**config.mk**
```make
export PLATFORM = sky130hd
export DESIGN_NAME = cfg_i2c_target
export DESIGN_NICKNAME = d
export VERILOG_FILES = /design/src/rtl/cfg_i2c_pkg.sv /design/src/rtl/i2c_line_sync.sv /design/src/rtl/i2c_xfer_fsm.sv /design/src/rtl/cfg_nv_regs.sv /design/src/rtl/cfg_i2c_target.sv
export SDC_FILE = /design/constraint.sdc
export NUM_CORES = 1
export LEC_CHECK = 0
export ABC_CLOCK_PERIOD_IN_PS = 5500
export CAP_MARGIN = 20
export CORE_MARGIN = 1
export CORE_UTILIZATION = 41
export DETAILED_ROUTE_END_ITERATION = 8
export GPL_ROUTABILITY_DRIVEN = 0
export PLACE_DENSITY_LB_ADDON = 0.1
export SKIP_CTS_REPAIR_TIMING = 1
export SLEW_MARGIN = 40
export SYNTH_ARGS = -nofsm -noshare
export SYNTH_HDL_FRONTEND = slang
export SYNTH_HIERARCHICAL = 1
export SYNTH_SLANG_ARGS = --single-unit
export TNS_END_PERCENT = 50
```
**constraint.sdc**
```tcl
create_clock -name clk_i -period 5.5 [get_ports clk_i]
set_input_delay 1.1 -clock clk_i [delete_from_list [all_inputs] [get_ports clk_i]]
set_output_delay 1.1 -clock clk_i [all_outputs]
set_load 0.005 [all_outputs]
```
**src/rtl/cfg_i2c_pkg.sv**
```systemverilog
package cfg_i2c_pkg;
  localparam logic [3:0] DEV_PREFIX = 4'b1011;
  localparam logic [7:0] PTR_PSC    = 8'h02;
  localparam logic [7:0] PTR_ADR    = 8'h0D;
  localparam logic [7:0] PTR_COMMIT = 8'h3F;
  localparam int unsigned PSC_W     = 6;
  localparam int unsigned ADR_W     = 4;

  typedef enum logic [3:0] {
    ST_IDLE, ST_RX, ST_ACK_SET, ST_ACK_HOLD,
    ST_TX, ST_TX_REL, ST_TX_MACK, ST_TX_LOAD, ST_IGNORE
  } xfer_st_e;

  typedef struct packed {
    logic start;
    logic stop;
    logic rise;
    logic fall;
    logic scl;
    logic sda;
  } bus_ev_t;
endpackage

```
**src/rtl/i2c_line_sync.sv**
```systemverilog
module i2c_line_sync
  import cfg_i2c_pkg::*;
#(
  parameter int unsigned STAGES = 2
) (
  input  logic    clk_i,
  input  logic    rst_ni,
  input  logic    scl_i,
  input  logic    sda_i,
  output bus_ev_t ev_o
);
  logic [STAGES-1:0] scl_sh, sda_sh;
  logic scl_d, sda_d, scl_s, sda_s;

  if (STAGES == 1) begin : g_one
    always_ff @(posedge clk_i or negedge rst_ni) begin
      if (!rst_ni) begin
        scl_sh <= '1;
        sda_sh <= '1;
      end else begin
        scl_sh <= scl_i;
        sda_sh <= sda_i;
      end
    end
  end else begin : g_multi
    always_ff @(posedge clk_i or negedge rst_ni) begin
      if (!rst_ni) begin
        scl_sh <= '1;
        sda_sh <= '1;
      end else begin
        scl_sh <= {scl_sh[STAGES-2:0], scl_i};
        sda_sh <= {sda_sh[STAGES-2:0], sda_i};
      end
    end
  end

  assign scl_s = scl_sh[STAGES-1];
  assign sda_s = sda_sh[STAGES-1];

  always_ff @(posedge clk_i or negedge rst_ni) begin
    if (!rst_ni) begin
      scl_d <= 1'b1;
      sda_d <= 1'b1;
    end else begin
      scl_d <= scl_s;
      sda_d <= sda_s;
    end
  end

  always_comb begin
    ev_o.start = scl_s & scl_d & sda_d & ~sda_s;
    ev_o.stop  = scl_s & scl_d & ~sda_d & sda_s;
    ev_o.rise  = scl_s & ~scl_d;
    ev_o.fall  = ~scl_s & scl_d;
    ev_o.scl   = scl_s;
    ev_o.sda   = sda_s;
  end
endmodule

```
**src/rtl/i2c_xfer_fsm.sv**
```systemverilog
module i2c_xfer_fsm
  import cfg_i2c_pkg::*;
(
  input  logic       clk_i,
  input  logic       rst_ni,
  input  bus_ev_t    ev_i,
  input  logic       busy_i,
  input  logic [2:0] dev_sel_i,
  input  logic [7:0] rd_data_i,
  output logic [7:0] ptr_o,
  output logic       wr_en_o,
  output logic [7:0] wr_data_o,
  output logic       cmd_o,
  output logic       sda_pull_o
);
  xfer_st_e   st_q;
  logic [2:0] bit_q;
  logic [7:0] sh_q, tx_q, ptr_q;
  logic       pull_q, ack_q, rd_q, ptr_ph_q, addr_ph_q;
  logic [7:0] byte_w;
  logic       addr_hit, byte_done;

  assign byte_w    = {sh_q[6:0], ev_i.sda};
  assign addr_hit  = (byte_w[7:4] == DEV_PREFIX) && (byte_w[3:1] == dev_sel_i);
  assign byte_done = (st_q == ST_RX) && ev_i.rise && (bit_q == 3'd7)
                     && !ev_i.start && !ev_i.stop;

  assign wr_en_o    = byte_done && !addr_ph_q && !ptr_ph_q && !busy_i;
  assign wr_data_o  = byte_w;
  assign cmd_o      = byte_done && !addr_ph_q && ptr_ph_q && !busy_i
                      && (byte_w == PTR_COMMIT);
  assign ptr_o      = ptr_q;
  assign sda_pull_o = pull_q;

  always_ff @(posedge clk_i or negedge rst_ni) begin
    if (!rst_ni) begin
      st_q      <= ST_IDLE;
      bit_q     <= '0;
      sh_q      <= '0;
      tx_q      <= '0;
      ptr_q     <= '0;
      pull_q    <= 1'b0;
      ack_q     <= 1'b0;
      rd_q      <= 1'b0;
      ptr_ph_q  <= 1'b0;
      addr_ph_q <= 1'b0;
    end else if (ev_i.start) begin
      st_q      <= ST_RX;
      bit_q     <= '0;
      addr_ph_q <= 1'b1;
      pull_q    <= 1'b0;
    end else if (ev_i.stop) begin
      st_q   <= ST_IDLE;
      pull_q <= 1'b0;
    end else begin
      unique case (st_q)
        ST_RX: if (ev_i.rise) begin
          sh_q  <= byte_w;
          bit_q <= bit_q + 3'd1;
          if (bit_q == 3'd7) begin
            st_q <= ST_ACK_SET;
            if (addr_ph_q) begin
              addr_ph_q <= 1'b0;
              ack_q     <= addr_hit && !busy_i;
              rd_q      <= byte_w[0];
              ptr_ph_q  <= !byte_w[0];
            end else if (ptr_ph_q) begin
              ack_q <= !busy_i;
              if (!busy_i) begin
                ptr_q    <= byte_w;
                ptr_ph_q <= 1'b0;
              end
            end else begin
              ack_q <= !busy_i;
              if (!busy_i) ptr_q <= ptr_q + 8'd1;
            end
          end
        end
        ST_ACK_SET: if (ev_i.fall) begin
          if (ack_q) begin
            pull_q <= 1'b1;
            st_q   <= ST_ACK_HOLD;
          end else begin
            st_q <= ST_IGNORE;
          end
        end
        ST_ACK_HOLD: if (ev_i.fall) begin
          bit_q <= '0;
          if (rd_q) begin
            pull_q <= ~rd_data_i[7];
            tx_q   <= {rd_data_i[6:0], 1'b0};
            st_q   <= ST_TX;
          end else begin
            pull_q <= 1'b0;
            st_q   <= ST_RX;
          end
        end
        ST_TX: begin
          if (ev_i.fall) begin
            pull_q <= ~tx_q[7];
            tx_q   <= {tx_q[6:0], 1'b0};
          end
          if (ev_i.rise) begin
            bit_q <= bit_q + 3'd1;
            if (bit_q == 3'd7) st_q <= ST_TX_REL;
          end
        end
        ST_TX_REL: if (ev_i.fall) begin
          pull_q <= 1'b0;
          st_q   <= ST_TX_MACK;
        end
        ST_TX_MACK: if (ev_i.rise) begin
          if (!ev_i.sda) begin
            ptr_q <= ptr_q + 8'd1;
            st_q  <= ST_TX_LOAD;
          end else begin
            st_q <= ST_IGNORE;
          end
        end
        ST_TX_LOAD: if (ev_i.fall) begin
          pull_q <= ~rd_data_i[7];
          tx_q   <= {rd_data_i[6:0], 1'b0};
          bit_q  <= '0;
          st_q   <= ST_TX;
        end
        default: ;
      endcase
    end
  end

  AST_PULL_AFTER_SCL_LOW: assert property (@(posedge clk_i) disable iff (!rst_ni)
    (pull_q != $past(pull_q)) |-> !$past(ev_i.scl));

  AST_NO_DRIVE_IDLE: assert property (@(posedge clk_i) disable iff (!rst_ni)
    (st_q == ST_IDLE || st_q == ST_IGNORE || st_q == ST_RX) |-> !pull_q);
endmodule

```
**src/rtl/cfg_nv_regs.sv**
```systemverilog
module cfg_nv_regs
  import cfg_i2c_pkg::*;
#(
  parameter int unsigned      COMMIT_CYCLES = 1000,
  parameter logic [PSC_W-1:0] PSC_RESET     = '0,
  parameter logic [ADR_W-1:0] ADR_RESET     = '0
) (
  input  logic             clk_i,
  input  logic             rst_ni,
  input  logic [7:0]       ptr_i,
  input  logic             wr_en_i,
  input  logic [7:0]       wr_data_i,
  input  logic             cmd_i,
  output logic [7:0]       rd_data_o,
  output logic [PSC_W-1:0] psc_o,
  output logic [ADR_W-1:0] adr_o,
  output logic [PSC_W-1:0] nv_psc_o,
  output logic [ADR_W-1:0] nv_adr_o,
  output logic             busy_o
);
  localparam int unsigned CW = $clog2(COMMIT_CYCLES + 1);

  logic [PSC_W-1:0] psc_q, nv_psc_q;
  logic [ADR_W-1:0] adr_q, nv_adr_q;
  logic [CW-1:0]    cnt_q;
  logic wr_psc, wr_adr, psc_commit, adr_commit, defer;
  logic unused_hi;

  assign unused_hi  = ^wr_data_i[7:PSC_W];
  assign defer      = adr_q[ADR_W-1];
  assign wr_psc     = wr_en_i && (ptr_i == PTR_PSC);
  assign wr_adr     = wr_en_i && (ptr_i == PTR_ADR);
  assign psc_commit = (wr_psc && !defer) || cmd_i;
  assign adr_commit = wr_adr || cmd_i;

  // working registers start from the store image they were loaded from
  always_ff @(posedge clk_i or negedge rst_ni) begin
    if (!rst_ni) begin
      nv_psc_q <= PSC_RESET;
      nv_adr_q <= ADR_RESET;
      psc_q    <= PSC_RESET;
      adr_q    <= ADR_RESET;
      cnt_q    <= '0;
    end else begin
      if (wr_psc) psc_q <= wr_data_i[PSC_W-1:0];
      if (wr_adr) adr_q <= wr_data_i[ADR_W-1:0];
      if (psc_commit) nv_psc_q <= cmd_i ? psc_q : wr_data_i[PSC_W-1:0];
      if (adr_commit) nv_adr_q <= cmd_i ? adr_q : wr_data_i[ADR_W-1:0];
      if (psc_commit || adr_commit) cnt_q <= CW'(COMMIT_CYCLES);
      else if (cnt_q != '0)         cnt_q <= cnt_q - CW'(1);
    end
  end

  always_comb begin
    unique case (ptr_i)
      PTR_PSC: rd_data_o = {{(8-PSC_W){1'b1}}, psc_q};
      PTR_ADR: rd_data_o = {{(8-ADR_W){1'b1}}, adr_q};
      default: rd_data_o = 8'hFF;
    endcase
  end

  assign busy_o   = (cnt_q != '0);
  assign psc_o    = psc_q;
  assign adr_o    = adr_q;
  assign nv_psc_o = nv_psc_q;
  assign nv_adr_o = nv_adr_q;

  AST_NO_WRITE_BUSY: assert property (@(posedge clk_i) disable iff (!rst_ni)
    busy_o |-> !(wr_en_i || cmd_i));

  AST_AUTO_COMMIT: assert property (@(posedge clk_i) disable iff (!rst_ni)
    (wr_psc && !defer) |=> nv_psc_q == $past(wr_data_i[PSC_W-1:0]));

  AST_DEFER_HOLD: assert property (@(posedge clk_i) disable iff (!rst_ni)
    (wr_psc && defer) |=> nv_psc_q == $past(nv_psc_q));

  AST_ADDR_IMMEDIATE: assert property (@(posedge clk_i) disable iff (!rst_ni)
    wr_adr |=> nv_adr_q == $past(wr_data_i[ADR_W-1:0]));

  AST_COMMIT_BUSY: assert property (@(posedge clk_i) disable iff (!rst_ni)
    (psc_commit || adr_commit) |=> busy_o);
endmodule

```
**src/rtl/cfg_i2c_target.sv**
```systemverilog
module cfg_i2c_target
  import cfg_i2c_pkg::*;
#(
  parameter int unsigned      SYNC_STAGES   = 2,
  parameter int unsigned      COMMIT_CYCLES = 1000,
  parameter int unsigned      DIV_MAX       = 8,
  parameter logic [PSC_W-1:0] PSC_RESET     = '0,
  parameter logic [ADR_W-1:0] ADR_RESET     = '0
) (
  input  logic       clk_i,
  input  logic       rst_ni,
  input  logic       scl_i,
  input  logic       sda_i,
  output logic       sda_pull_o,
  output logic       out_low_o,
  output logic       dither_narrow_o,
  output logic [3:0] div_exp_o,
  output logic       defer_commit_o,
  output logic [2:0] dev_sel_o,
  output logic       nv_busy_o,
  output logic [7:0] nv_psc_o,
  output logic [7:0] nv_adr_o
);
  bus_ev_t          ev;
  logic [7:0]       ptr, wr_data, rd_data;
  logic             wr_en, cmd, busy;
  logic [PSC_W-1:0] psc, nv_psc;
  logic [ADR_W-1:0] adr, nv_adr;

  i2c_line_sync #(.STAGES(SYNC_STAGES)) u_sync (
    .clk_i (clk_i),
    .rst_ni(rst_ni),
    .scl_i (scl_i),
    .sda_i (sda_i),
    .ev_o  (ev)
  );

  i2c_xfer_fsm u_fsm (
    .clk_i     (clk_i),
    .rst_ni    (rst_ni),
    .ev_i      (ev),
    .busy_i    (busy),
    .dev_sel_i (adr[2:0]),
    .rd_data_i (rd_data),
    .ptr_o     (ptr),
    .wr_en_o   (wr_en),
    .wr_data_o (wr_data),
    .cmd_o     (cmd),
    .sda_pull_o(sda_pull_o)
  );

  cfg_nv_regs #(
    .COMMIT_CYCLES(COMMIT_CYCLES),
    .PSC_RESET    (PSC_RESET),
    .ADR_RESET    (ADR_RESET)
  ) u_regs (
    .clk_i    (clk_i),
    .rst_ni   (rst_ni),
    .ptr_i    (ptr),
    .wr_en_i  (wr_en),
    .wr_data_i(wr_data),
    .cmd_i    (cmd),
    .rd_data_o(rd_data),
    .psc_o    (psc),
    .adr_o    (adr),
    .nv_psc_o (nv_psc),
    .nv_adr_o (nv_adr),
    .busy_o   (busy)
  );

  assign div_exp_o       = (psc[3:0] > 4'(DIV_MAX)) ? 4'(DIV_MAX) : psc[3:0];
  assign out_low_o       = psc[5];
  assign dither_narrow_o = psc[4];
  assign defer_commit_o  = adr[3];
  assign dev_sel_o       = adr[2:0];
  assign nv_busy_o       = busy;
  assign nv_psc_o        = {{(8-PSC_W){1'b1}}, nv_psc};
  assign nv_adr_o        = {{(8-ADR_W){1'b1}}, nv_adr};
endmodule

```
==> Word-level counts from Yosys, hierarchy flattened <==
Cells that the tools add are included.
{ "totals": {"regBits": 71, "wordCells": 180} }
{ "classes": {"mux": 59, "reduce_logical": 46, "addsub": 3, "bitwise": 15, "n_eq_ne": 37, "magnitude_cmp": 1} }
{ "op_table": {"columns": ["op", "n"], "rows": [
  ["$mux W8", 12],
  ["$mux W4", 15],
  ["$pmux W4 S7", 1],
  ["$ne A4 B2 Y1 const B", 6],
  ["$pmux W8 S3", 1],
  ["$mux W10", 2],
  ["$ne A4 B1 Y1 const B", 5],
  ["$mux W1", 18],
  ["$eq A4 B3 Y1 const B", 4],
  ["$pmux W8 S2", 1],
  ["$logic_and A1 B1 Y1", 15],
  ["$mux W3", 5],
  ["$ne A2 B2 Y1 const B", 7],
  ["$reduce_and A7 Y1", 2],
  ["$pmux W6 S2", 1],
  ["$reduce_and A4 Y1", 3],
  ["$reduce_and A10 Y1", 1],
  ["$reduce_bool A10 Y1", 1],
  ["$reduce_bool A2 Y1", 5],
  ["$sub A10 B1 Y10 const B", 1],
  ["$reduce_and A9 Y1", 1],
  ["$reduce_bool A9 Y1", 1],
  ["$add A8 B1 Y8 const B", 1],
  ["$eq A4 B2 Y1 const B", 2],
  ["other kinds (24)", 50]
]} }

==> Depth between registers and ports, before layout <==
Gate-level depths: netlist of run 1.
{ "depth": {"word_depth": 14, "ltp_mapped": 13, "ltp_nobuf": 10} }

==> Hierarchy <==
The synthesis of run 1 kept the hierarchy.
{ "modules_own_cells": {"columns": ["mod", "area_each_um2", "seq_area_each_um2", "cells_per_inst", "instances"], "rows": [
  ["i2c_xfer_fsm", 2187.1, 850.8, 210, 1],
  ["cfg_nv_regs", 1549.0, 750.7, 139, 1],
  ["i2c_line_sync", 205.2, 157.7, 12, 1],
  ["cfg_i2c_target", 71.3, 0.0, 11, 1]
]} }

==> Least setup slack after synthesis of run 1 <==
OpenSTA, ideal clock, no wires.
{ "synth_path": {"kind": "register to register", "from": "register u_sync.sda_sh[1]", "to": "register u_regs.nv_psc_q[3] (netlist: u_regs/nv_psc_o[3])", "t_required_ns": 5.375, "setup_ns": 0.125, "path_buffers": 3, "arrival_ns": 2.659, "setup_slack_ns": 2.716, "path_stages_with_launch": 9, "cell_sequence": "dfstp_2 -> and4b_1 -> buf_2 -> nor4b_4 -> nand2_1 -> nor4_1 -> clkbuf_1 -> clkbuf_1 -> mux2_2"} }
{ "synth_rtl": {"columns": ["item", "line", "rtl"], "rows": [
  ["start, declared", "i2c_line_sync.sv:12", "logic [STAGES-1:0] scl_sh, sda_sh;"],
  ["start signal, assigned", "i2c_line_sync.sv:32", "sda_sh <= {sda_sh[STAGES-2:0], sda_i};"],
  ["end signal, assigned", "cfg_nv_regs.sv:47", "if (psc_commit) nv_psc_q <= cmd_i ? psc_q : wr_data_i[PSC_W-1:0];"],
  ["end, declared", "cfg_nv_regs.sv:23", "logic [PSC_W-1:0] psc_q, nv_psc_q;"]
]} }

==> Worst setup path in the final report of run 1 <==
{ "layout_path": {"from": "register u_regs.cnt_q[0]", "to": "output port nv_busy_o"} }
{ "layout_between": {"elab_chain_len": 1} }
{ "layout_rtl": {"columns": ["item", "line", "rtl"], "rows": [
  ["start, declared", "cfg_nv_regs.sv:25", "logic [CW-1:0] cnt_q;"],
  ["start signal, assigned", "cfg_nv_regs.sv:49", "if (psc_commit || adr_commit) cnt_q <= CW'(COMMIT_CYCLES);"],
  ["start signal, assigned", "cfg_nv_regs.sv:50", "else if (cnt_q != '0) cnt_q <= cnt_q - CW'(1);"],
  ["$reduce_bool A10 Y1", "cfg_nv_regs.sv:62", "assign busy_o = (cnt_q != '0);"],
  ["end, declared", "cfg_i2c_target.sv:20", "output logic nv_busy_o,"]
]} }
No other way between the ends.

==> impl_metrics.csv, run 1 <==
group,metric,value,unit
cells_and_area,final_area,4550,um2
synth,synth_area_per_cell,10.8,um2
clock_network,clockRootBuffer,"clkbuf_8",
setup_path,crit_top_cell,"inv_1",
floorplan,start_util,0.427,
detailed_routing,wl,8.89,mm
placement,place_ws,2230,ps
setup_path,cp-start-kind,"register",
clock_network,cts_max_level,3,
synth,netlist_area,4010,um2
cells_and_area,syn_to_final_growth,13.5,%
setup_path,crit_end,"nv_busy_o",
setup_path,arrival,2230,ps
setup_path,worstPathRequired,4400,ps
clock_network,cts.sinks,70,
detailed_routing,routed_via_density,5.53,
cells_and_area,fillers,886,
power_and_ir_drop,sequentialPowerShare,0.458,
setup_path,rr_startpoint,"u_sync/sda_sh[1]$_DFF_PN1_",
job,drv_cap,0,
grt,grt_antenna_before_repair,0,
sta,rsz0062_at_grt,"false",
setup_path,worstPathCellList,"inv_1, ha_1, nor3b_1, and3_1, inv_1, clkdlybuf4s50_1",
setup_path,crit_fanout,8,
sta,tightest_slew,683,ps
floorplan,core-area,9370,um2
power_and_ir_drop,switching_share,0.327,
cells_and_area,num_antenna_cells,0,
grt,track_usage,0.194,
setup_path,reg2regPathDepth,7,
floorplan,core.rowCount,35,
sta,setup_slack,2170,ps
clock_network,clk_latency,360,ps
sta,post-route-period-util,0.606,
sta,fin_crit,3330,ps
detailed_routing,drc_errors,0,
setup_path,cp_slowest_cell,"clkdlybuf4s50_1",
power_and_ir_drop,p_leak,0.00199,uW
grt,grt_max_degree,71,
synth,yosysWarnings,6,
power_and_ir_drop,powerDensity,355,nW/um2
detailed_routing,drt_first_iter_violations,167,
setup_path,critPathKind,"register to output pin",
cells_and_area,finalNetCount,399,
sta,whs,360,ps
power_and_ir_drop,p_switching,528,uW
sta,slew_viol_final,0,
grt,grt_pass1_wl,14.8,mm
sta,fin_setup_tns,0,ps
setup_path,cpLargestDelayFamily,"buffers and inverters",
cells_and_area,finalNonFillerCells,525,
detailed_routing,first_pass_iters,4,
cells_and_area,ff_latch_area,1760,um2
clock_network,cts_max_path_buffers,2,
detailed_routing,num_vias,2902,
placement,dpl.hpwl,6.08,mm
cells_and_area,drive_above_1_share,0.210,
placement,placement.cell_area,4310,um2
worst_hold_path,hold_path.class,"register to register",
power_and_ir_drop,p_int,1090,uW
floorplan,io_pins,32,
floorplan,die-area,10200,um2
placement,placed_cells,509,
setup_path,slowest_delay,480,ps
grt,overflow,0,
power_and_ir_drop,clock_power_share,0.313,
clock_network,cts_buffers,9,
sta,skew,13.5,ps
floorplan,die_h,101,um
power_and_ir_drop,comb_power_share,0.228,
sta,hold_viol,0,
sta,fmax,300,MHz
setup_path,cp-end-kind,"output pin",
sta,slew_headroom,0.545,
floorplan,dieWidth,101,um
setup_path,r2r_slack,2220,ps
placement,io_buffers,25,
grt,first_global_vias,2785,
sta,finalSetupViolations,0,
setup_path,path_depth,6,
setup_path,critical_path_buf_inv_count,3,
clock_network,cts_tree,"yes",
setup_path,rr_endpoint,"u_regs/psc_o[4]$_DFFE_PN0P_",
status,outcome,"finished, final reports clean",
detailed_routing,antenna_left,0,
power_and_ir_drop,vdd_drop_max,0.000135,V
clock_network,clk_pin_slew_worst_paths,80,ps
detailed_routing,wire_per_inst,16.9,um
worst_hold_path,worstHoldStart,"u_sync/scl_sh[0]$_DFF_PN1_",
synth,synthCells,371,
cells_and_area,multi_input_area,2080,um2
setup_path,critPathLaunch,"u_regs/cnt_q[0]$_DFFE_PN0P_",
[per-stage QoR]
step / total power (uW) / util
6_report: 1610 / 0.485
5_1_grt: 1720 / 0.485
4_1_cts: 1630 / 0.485
3_5_place_dp: 1120 / 0.460
3_3_place_gp: 1110 / 0.459
2_1_floorplan: 1020 / -
[cell type report]
cell class / instances / share of cell area
Multi-Input combinational cell: 270 / 0.457
Sequential cell: 70 / 0.387
Timing Repair Buffer: 26 / 0.0570
Tap cell: 129 / 0.0355
Clock buffer: 11 / 0.0289
Clock inverter: 5 / 0.0234
Inverter: 14 / 0.0116
[flip-flops by register name (all words and copies together) (netlist names), 3 cells and up]
name             count
u_regs/psc_o         6
u_regs/adr_o         4
u_regs/nv_psc_o      6
u_fsm/st_q           4
u_regs/cnt_q        10
u_fsm/ptr_o          8
u_fsm/tx_q           7
u_fsm/bit_q          3
u_regs/nv_adr_o      4
u_fsm/sh_q           7
[worst min path at each step]
stage,endpoint,slack [ps],depth (start not counted)
global route,u_sync/scl_sh[1]$_DFF_PN1_,360,0
CTS,u_sync/scl_sh[1]$_DFF_PN1_,360,0
global placement,u_sync/scl_sh[1]$_DFF_PN1_,350,0
floorplan,u_sync/scl_sh[1]$_DFF_PN1_,350,0
finish,u_sync/scl_sh[1]$_DFF_PN1_,360,0
detailed placement,u_sync/scl_sh[1]$_DFF_PN1_,350,0
[cell usage in the layout, fill, tap and decap left out, drive strengths merged, types with 5 or more instances in the layout]
cell type / instances
nor2b: 13
mux2i: 8
a31oi: 6
nor3: 7
o22a: 5
nand2b: 6
mux2: 42
nor4: 5
nand2: 23
clkbuf: 11
nand3: 12
o21ai: 10
clkdlybuf4s50: 24
dfstp: 6
inv: 15
a21oi: 16
nor2: 15
a211oi: 6
conb: 8
a2bb2oi: 7
dfrtp: 64
[power by group through the flow]
stage	registers, uW	clock network [uW]	logic (uW)
after global routing	758	544	420
after floorplan	673	0	344
after detailed placement	750	0	370
final	740	506	368
after global placement	750	0	363
after CTS	740	522	371
[layer usage]
metal	global-route usage	routed length, um
met5	0	0
met4	0.0669	126
met3	0.0472	281
met2	0.290	3980
met1	0.273	4510
Power figures use the tool's default switching activity.
==> inputs of run 2 (changes only) <==
ABC_CLOCK_PERIOD_IN_PS = 2720   (was 5500)
clock period = 2.72 ns   (was 5.5 ns; I/O delays follow)
==> impl_metrics.csv, run 2 (synthesized netlist as in run 1, its figures left out) <==
group,metric,value,unit
power_and_ir_drop,vdd_drop_max,0.000281,V
clock_network,clockRootBuffer,"clkbuf_8",
floorplan,core-area,9370,um2
floorplan,dieWidth,101,um
power_and_ir_drop,sequentialPowerShare,0.429,
setup_path,worstPathCellList,"inv_1, ha_1, nor3b_1, and3_1, inv_2, clkdlybuf4s50_1",
cells_and_area,final_area,4680,um2
sta,fin_setup_tns,0,ps
sta,fin_crit,2540,ps
sta,tightest_slew,766,ps
cells_and_area,max_flop_register,"u_regs/cnt_q",
cells_and_area,largest_reg_flops,10,
sta,rsz0062_at_grt,"false",
status,outcome,"finished, final reports clean",
detailed_routing,wl,9.35,mm
grt,track_usage,0.203,
grt,grt_max_degree,71,
setup_path,crit_fanout,8,
cells_and_area,syn_to_final_growth,16.7,%
sta,post-route-period-util,0.933,
setup_path,cp-end-kind,"output pin",
grt,grt_pass1_wl,15.7,mm
sta,finalSetupViolations,0,
power_and_ir_drop,clock_power_share,0.292,
worst_hold_path,hold_path.class,"input port to asynchronous set/reset pin",
setup_path,critPathLaunch,"u_regs/cnt_q[0]$_DFFE_PN0P_",
cells_and_area,drive_above_1_share,0.254,
job,drv_cap,0,
detailed_routing,antenna_left,0,
cells_and_area,mostFrequentLayoutCell,"dfrtp_1",
power_and_ir_drop,p_int,2180,uW
clock_network,cts.sinks,70,
floorplan,io_pins,32,
floorplan,start_util,0.427,
power_and_ir_drop,comb_power_share,0.279,
detailed_routing,num_vias,2993,
setup_path,r2r_slack,190,ps
detailed_routing,wl_met2,4.30,mm
setup_path,slowest_delay,540,ps
sta,slew_headroom,0.476,
clock_network,clk_pin_slew_worst_paths,80,ps
floorplan,core.rowCount,35,
setup_path,reg2regPathDepth,9,
detailed_routing,wire_per_inst,17.2,um
detailed_routing,wl_met1,4.47,mm
detailed_routing,first_pass_iters,4,
grt,overflow,0,
detailed_routing,top_layer,"met4",
detailed_routing,routed_via_density,5.52,
power_and_ir_drop,switching_share,0.334,
sta,skew,11.2,ps
setup_path,arrival,1990,ps
setup_path,rr_startpoint,"u_sync/sda_sh[1]$_DFF_PN1_",
sta,hold_viol,0,
clock_network,cts_max_path_buffers,2,
floorplan,die_h,101,um
grt,grt_antenna_before_repair,0,
setup_path,cpLargestDelayFamily,"buffers and inverters",
setup_path,critPathKind,"register to output pin",
cells_and_area,finalNetCount,416,
sta,fmax,394,MHz
setup_path,cp_slowest_cell,"clkdlybuf4s50_1",
setup_path,rr_endpoint,"u_regs/nv_psc_o[5]$_DFFE_PN0P_",
clock_network,clk_latency,340,ps
placement,dpl.hpwl,6.58,mm
floorplan,die-area,10200,um2
clock_network,cts_max_level,3,
placement,placement.cell_area,4440,um2
clock_network,cts_tree,"yes",
setup_path,cp-start-kind,"register",
detailed_routing,drt_first_iter_violations,183,
setup_path,critical_path_buf_inv_count,3,
power_and_ir_drop,p_switching,1090,uW
power_and_ir_drop,powerDensity,699,nW/um2
detailed_routing,dr_wl_met3,484,um
detailed_routing,drc_errors,0,
sta,slew_viol_final,0,
power_and_ir_drop,p_leak,0.00207,uW
placement,io_buffers,25,
cells_and_area,final_cell_mix,"64 x dfrtp_1, 42 x mux2_2, 24 x clkdlybuf4s50_1",
setup_path,worstPathRequired,2180,ps
grt,first_global_vias,2931,
clock_network,cts_buffers,9,
cells_and_area,num_antenna_cells,0,
run 2: area by class of cell:
cell class | count | area [um2]
Timing Repair Buffer | 43 | 387
Clock inverter | 5 | 83.8
Multi-Input combinational cell | 270 | 2090
Clock buffer | 11 | 141
Fill cell | 875 | 4700
Inverter | 14 | 52.6
Sequential cell | 70 | 1760
Tap cell | 129 | 161
run 2: power groups by stage:
stage          Sequential, uW  Clock, uW  Combinational [uW]
2_1_floorplan            1360          0                 695
3_3_place_gp             1420          0                 898
3_5_place_dp             1420          0                 908
4_1_cts                  1400        977                 913
5_1_grt                  1430       1040                1010
6_report                 1400        955                 910
run 2: routing by layer:
| layer | GRT usage | vias to the layer above |
|---|---|---|
| met5 | 0 | - |
| met3 | 0.0430 | 7 |
| met4 | 0.0535 | 0 |
| met1 | 0.298 | 1463 |
| li1 | - | 1444 |
| met2 | 0.305 | 79 |
run 2: worst reg2reg max path, stage by stage (launching register included):
cell and delay (ps):
dfstp_2 370, buf_4 180, and4b_1 260, nor4b_4 290, nand3_2 180, nor4_2 180
buf_4 160, nand4_2 190, mux2_2 350, mux2_2 260
run 2: how the worst max path moves through the flow:
stage / to / slack (ps) / depth (start not counted)
6_report: nv_busy_o / 180 / 6
5_1_grt: u_regs/nv_psc_o[5]$_DFFE_PN0P_ / 30 / 8
4_1_cts: nv_busy_o / 80 / 6
3_5_place_dp: u_regs/nv_psc_o[5]$_DFFE_PN0P_ / 120 / 8
3_3_place_gp: u_regs/nv_psc_o[5]$_DFFE_PN0P_ / 170 / 8
2_1_floorplan: u_regs/nv_psc_o[3]$_DFFE_PN0P_ / 20 / 8
run 2: stage by stage:
step                      instances   util  hold slack, ps  setup WS [ps]  power, uW
after floorplan                 377      -             248           16.1       2060
after global placement          526  0.473             351            173       2310
after detailed placement        526  0.473             353            120       2330
after CTS                       542  0.497             230           79.3       3290
after global routing            542  0.499             239           26.0       3480
final                           542  0.499             184            183       3270
